### src/rtl/cbp_pkg.sv
package cbp_pkg;
   typedef enum logic [1:0] {
      BK_IDLE = 2'd0,
      BK_WAIT = 2'd1,
      BK_PEND = 2'd2
   } bank_state_e;
endpackage

### src/rtl/cbp_bank_model.sv
module cbp_bank_model
   import cbp_pkg::*;
#(
   parameter int LOC_W = 14,
   parameter int ID_W  = 4,
   parameter int LAT   = 3
) (
   input  logic             clk,
   input  logic             rst_n,
   input  logic             start,
   input  logic [LOC_W-1:0] start_loc,
   input  logic [ID_W-1:0]  start_id,
   input  logic             done,
   output logic             busy,
   output logic             pending,
   output logic [LOC_W-1:0] loc_q,
   output logic [ID_W-1:0]  id_q
);
   localparam int CNT_W = $clog2(LAT + 1);

   bank_state_e      state;
   logic [CNT_W-1:0] cnt;

   always_ff @(posedge clk or negedge rst_n) begin
      if (!rst_n) begin
         state <= BK_IDLE;
         cnt   <= '0;
         loc_q <= '0;
         id_q  <= '0;
      end else begin
         unique case (state)
            BK_IDLE: if (start) begin
               state <= BK_WAIT;
               cnt   <= CNT_W'(LAT - 1);
               loc_q <= start_loc;
               id_q  <= start_id;
            end
            BK_WAIT: if (cnt == '0) state <= BK_PEND;
                     else           cnt   <= cnt - CNT_W'(1);
            BK_PEND: if (done) state <= BK_IDLE;
            default: state <= BK_IDLE;
         endcase
      end
   end

   assign busy    = (state != BK_IDLE);
   assign pending = (state == BK_PEND);
endmodule

### src/rtl/cbp_arbiter.sv
module cbp_arbiter #(
   parameter int N      = 4,
   parameter bit RR_ARB = 1'b1,
   localparam int IDX_W = $clog2(N)
) (
   input  logic [N-1:0]     req,
   input  logic [IDX_W-1:0] ptr,
   output logic             gnt_valid,
   output logic [IDX_W-1:0] gnt_idx
);
   assign gnt_valid = |req;

   if (RR_ARB) begin : g_rr
      logic [IDX_W-1:0] cand;
      always_comb begin
         gnt_idx = ptr;
         cand    = '0;
         for (int k = N - 1; k >= 0; k--) begin
            cand = ptr + IDX_W'(k);
            if (req[cand]) gnt_idx = cand;
         end
      end
   end else begin : g_fixed
      logic [IDX_W-1:0] unused_ptr;
      assign unused_ptr = ptr;
      always_comb begin
         gnt_idx = '0;
         for (int k = N - 1; k >= 0; k--) begin
            if (req[k]) gnt_idx = IDX_W'(k);
         end
      end
   end
endmodule

### src/rtl/cluster_bank_port.sv
module cluster_bank_port #(
   parameter int NUM_BANKS   = 4,
   parameter int ADDR_W      = 16,
   parameter int OFFSET_W    = 6,
   parameter int ID_W        = 4,
   parameter int BANK_LAT    = 3,
   parameter int REPLY_FLITS = 2,
   parameter bit RR_ARB      = 1'b1,
   localparam int SEL_W  = $clog2(NUM_BANKS),
   localparam int LOC_W  = ADDR_W - SEL_W,
   localparam int FLIT_W = (REPLY_FLITS > 1) ? $clog2(REPLY_FLITS) : 1
) (
   input  logic              clk,
   input  logic              rst_n,
   input  logic              req_valid,
   output logic              req_ready,
   input  logic [ADDR_W-1:0] req_addr,
   input  logic [ID_W-1:0]   req_id,
   output logic              rsp_valid,
   input  logic              rsp_ready,
   output logic [SEL_W-1:0]  rsp_bank,
   output logic [ID_W-1:0]   rsp_id,
   output logic [LOC_W-1:0]  rsp_data,
   output logic [FLIT_W-1:0] rsp_flit,
   output logic              rsp_last
);
   if (NUM_BANKS < 2 || (1 << SEL_W) != NUM_BANKS) begin : g_bad_banks
      $error("NUM_BANKS must be a power of two of at least 2");
   end
   if (OFFSET_W < 0 || OFFSET_W + SEL_W >= ADDR_W) begin : g_bad_addr
      $error("select field must lie inside the address with index bits above it");
   end
   if (BANK_LAT < 1) begin : g_bad_lat
      $error("BANK_LAT must be at least 1");
   end
   if (REPLY_FLITS < 1) begin : g_bad_flits
      $error("REPLY_FLITS must be at least 1");
   end

   logic [SEL_W-1:0]     req_sel;
   logic [LOC_W-1:0]     req_loc;
   logic                 accept;
   logic [NUM_BANKS-1:0] bank_busy;
   logic [NUM_BANKS-1:0] bank_pend;
   logic [LOC_W-1:0]     loc_arr [NUM_BANKS];
   logic [ID_W-1:0]      id_arr  [NUM_BANKS];

   logic                 own_v;
   logic [SEL_W-1:0]     own_idx;
   logic [FLIT_W-1:0]    flit_q;
   logic [SEL_W-1:0]     rr_ptr;
   logic                 gnt_valid;
   logic [SEL_W-1:0]     gnt_idx;
   logic                 fin;

   assign req_sel = req_addr[OFFSET_W +: SEL_W];

   if (OFFSET_W == 0) begin : g_loc_nooff
      assign req_loc = req_addr[ADDR_W-1:SEL_W];
   end else begin : g_loc_off
      assign req_loc = {req_addr[ADDR_W-1:OFFSET_W+SEL_W], req_addr[OFFSET_W-1:0]};
   end

   assign req_ready = !bank_busy[req_sel];
   assign accept    = req_valid && req_ready;
   assign fin       = own_v && rsp_ready && rsp_last;

   for (genvar b = 0; b < NUM_BANKS; b++) begin : g_bank
      cbp_bank_model #(
         .LOC_W (LOC_W),
         .ID_W  (ID_W),
         .LAT   (BANK_LAT)
      ) u_bank (
         .clk       (clk),
         .rst_n     (rst_n),
         .start     (accept && (req_sel == SEL_W'(b))),
         .start_loc (req_loc),
         .start_id  (req_id),
         .done      (fin && (own_idx == SEL_W'(b))),
         .busy      (bank_busy[b]),
         .pending   (bank_pend[b]),
         .loc_q     (loc_arr[b]),
         .id_q      (id_arr[b])
      );
   end

   cbp_arbiter #(
      .N      (NUM_BANKS),
      .RR_ARB (RR_ARB)
   ) u_arb (
      .req       (bank_pend),
      .ptr       (rr_ptr),
      .gnt_valid (gnt_valid),
      .gnt_idx   (gnt_idx)
   );

   always_ff @(posedge clk or negedge rst_n) begin
      if (!rst_n) begin
         own_v   <= 1'b0;
         own_idx <= '0;
         flit_q  <= '0;
         rr_ptr  <= '0;
      end else if (!own_v) begin
         if (gnt_valid) begin
            own_v   <= 1'b1;
            own_idx <= gnt_idx;
            flit_q  <= '0;
         end
      end else if (rsp_ready) begin
         if (rsp_last) begin
            own_v  <= 1'b0;
            flit_q <= '0;
            rr_ptr <= own_idx + SEL_W'(1);
         end else begin
            flit_q <= flit_q + FLIT_W'(1);
         end
      end
   end

   assign rsp_valid = own_v;
   assign rsp_bank  = own_idx;
   assign rsp_data  = loc_arr[own_idx];
   assign rsp_id    = id_arr[own_idx];
   assign rsp_flit  = flit_q;
   assign rsp_last  = (flit_q == FLIT_W'(REPLY_FLITS - 1));
endmodule

### config.mk
export PLATFORM = sky130hd
export DESIGN_NAME = cluster_bank_port
export DESIGN_NICKNAME = d
export VERILOG_FILES = /design/src/rtl/cbp_pkg.sv /design/src/rtl/cbp_bank_model.sv /design/src/rtl/cbp_arbiter.sv /design/src/rtl/cluster_bank_port.sv
export SDC_FILE = /design/constraint.sdc
export NUM_CORES = 1
export LEC_CHECK = 0
export BUFFER_PORTS_ARGS = -buffer_cell sky130_fd_sc_hd__buf_4
export CORE_ASPECT_RATIO = 0.7
export CORE_MARGIN = 1.5
export CORE_UTILIZATION = 50
export DETAILED_ROUTE_END_ITERATION = 6
export HOLD_SLACK_MARGIN = 0.15
export PLACE_DENSITY = 0.8
export SYNTH_ARGS = -nofsm -noshare
export SYNTH_HDL_FRONTEND = slang
export SYNTH_SLANG_ARGS = --single-unit
### constraint.sdc
create_clock -name clk -period 4.5 [get_ports clk]
set_input_delay 0.9 -clock clk [delete_from_list [all_inputs] [get_ports clk]]
set_output_delay 0.9 -clock clk [all_outputs]
set_load 0.005 [all_outputs]
==> results_dict.tcl <==
set metrics [dict create \
    syn-cell-area_sq_um 4300 \
    cts_tree "yes" \
    p_leak_uw 0.00234 \
    pre_cts_ws_ns 1.96 \
    place_hpwl_microns 5360 \
    gp_congestion 0.779 \
    fin_nets 379 \
    fin_util_pct 60.2 \
    avgViaCountPerCell 5.60 \
    place_area_sq_um 4770 \
    cp.arrival_ns 2.00 \
    max-vdd-ir-drop_v 0.000337 \
    gr-max-usage-layer "met2" \
    period_needed_ns 2.90 \
    cts_made_buffers 9 \
    numClockSinks 94 \
    die_h_microns 80.6 \
    synth_cell_type_count 40 \
    worstPathRequired_ns 3.60 \
    cts_hold_buf 0 \
    yosys_register_bits 94 \
    syn_to_final_growth_pct 17.6 \
    yosysWarnings 0 \
    fmax_ghz 0.345 \
    port_buffers 47 \
    synth_compound_area_share_pct 4.25 \
    ant_nets 0 \
    regToRegSetupSlack_ns 2.55 \
    grt-ovfl-total 0 \
    crit_path_max_fanout 23 \
    avgSynthCellArea_sq_um 14.5 \
    worstHoldStart "g_bank[1].u_bank.cnt[0]" \
    fp.dieW_microns 114 \
    finalSetupViolCount 0 \
    rsz0062_at_grt "no" \
    cts_buffer_depth 2 \
    synth_xor_area_share_pct 0.204 \
    synth_edf_count 0 \
    use_met1_pct 27.7 \
    synth_top_cell_area_share_pct 54.7 \
    p_per_area_nw_per_um2 729 \
    grt_pass1_vias 2719 \
    synth-async-reset-ratio_pct 100 \
    drv_cap 0 \
    slew_viol_final 0 \
    grt_use_total_pct 19.9 \
    synth_nets 328 \
    first_pass_iters 4 \
    initial_utilization_pct 51.2 \
    coreArea_sq_um 8410 \
    num_io_pins 48 \
    synth_top_family_by_area "multiplexers" \
    ys.flop_type "dfrtp_1" \
    cts_resized 0 \
    path_clk_slew_ns 0.07 \
    wl_microns 8040 \
    synth-simple-area-share_pct 5.32 \
    relSlewSlack_pct 29.1 \
    crit_type "flop to output port" \
    synth_cells 296 \
    drt_iter0_drc 67 \
    end_kind "output port" \
    die_area_sq_um 9180 \
    clk-insertion-delay-late_ns 0.34 \
    synth_area_leaders "dfrtp_1 55%, mux2_2 15%, mux4_2 9.4%" \
    timing.final.crit_share_pct 64.5 \
    post_cts_buffers 0 \
    synth_fa_ha_area_share_pct 2.33 \
    worst_slack_ns 1.60 \
    n_fill_cell 658 \
    drc 0 \
    h-tree-depth 3 \
    met2_usage_pct 30.7 \
    whs_ns 0.480 \
    final.setup_skew_ns 0.00684 \
    grt_max_degree 57 \
    synthMuxAreaShare_pct 30.2 \
    min_path_type "flop to flop" \
    worst_slew_pin_slew_ns 1.06 \
    grtUsageMet3_pct 5.96 \
    vias 2559 \
    fin_area_sq_um 5060 \
    layout_commonest_cell "dfrtp_1" \
    rows 28 \
    status "completed" \
    finalSetupTns_ns 0 \
    synth_seq_area_share_pct 54.7 \
    cts_root_buf "clkbuf_16" \
    synth_top_cell_by_area "dfrtp_1" \
    final_cell_mix "94 x dfrtp_1, 56 x mux2_2, 53 x buf_4" \
    antenna_found_initial 0 \
    hold_violations 0 \
    startpoint_type "flop" \
    startpoint "rsp_bank[1]" \
    antenna_cells 0 \
    grt_pass1_wl_microns 13700 \
    wl_per_cell_microns 17.6 \
    rr_startpoint "g_bank[1].u_bank.state[1]" \
    drive_gt1_share_pct 47.2 \
]
[critical path: stages, from the launching register on]
cell and delay (ns):
dfrtp_1 1.05, mux4_2 0.46, buf_4 0.16
[path summary, 6_finish.rpt]
check	to	cells after the start
hold / removal	g_bank[1].u_bank.cnt[0]	1
hold reg to reg	g_bank[1].u_bank.cnt[0]	1
max in group asynchronous	g_bank[1].u_bank.state[0]	2
setup / recovery	rsp_data[9]	2
min in group asynchronous	g_bank[3].u_bank.loc_q[10]	1
setup reg to reg	g_bank[1].u_bank.loc_q[3]	4
[layer usage]
layer  up-vias  part of all wire (%)
met3         8                   4.5
met2        47                    47
met4         0                  0.70
li1       1178                     -
met1      1326                    48
met5         -                     0
[cell type report]
cell class	instances	area (sq um)	area share, %
clock buffer	9	225	4.45
clock inverter	7	67.6	1.34
inverter	15	56.3	1.11
multi-input combinational	174	1830	36.1
sequential	94	2350	46.5
tap	105	131	2.60
timing repair buffer	53	398	7.87
[per-stage QoR]
stage	power, uW	instances
finish	3690	457
global placement	2910	441
CTS	3730	457
global route	3950	457
detailed placement	2990	441
floorplan	2440	296
[flip-flops by register name (all words and copies together), names as in the netlist]
name / count
rsp_bank: 2
rsp_valid: 1
g_bank.u_bank.state: 8
rr_ptr: 2
rsp_flit: 1
g_bank.u_bank.cnt: 8
g_bank.u_bank.loc_q: 56
g_bank.u_bank.id_q: 16
[synthesized netlist by cell type, types with 3 or more instances]
cell type  number
mux2_4         17
nor3_1          3
dfrtp_1        94
nand3_1         3
a21oi_1         6
ha_1            8
mux2_2         56
o21ai_0         6
clkbuf_1        4
a31oi_1         3
nor2_1          8
buf_2           4
nand2_1        16
nand2b_1        5
inv_1          15
mux4_2         18
[kinds of logic (layout without fill, tap and decap cells)]
logic type / Yosys count / count (layout)
compound gates: 28 / 28
xor+xnor: 1 / 1
fa+ha+maj: 8 / 8
flops: 94 / 94
buf+inv: 28 / 84
mux: 92 / 92
simple gates: 45 / 45
[where the power goes]
group / switching [uW] / internal (uW)
Clock: 337 / 389
Sequential: 282 / 1260
Combinational: 511 / 909
Total: 1130 / 2560
Note: power is estimated with default switching activity, not from simulation.
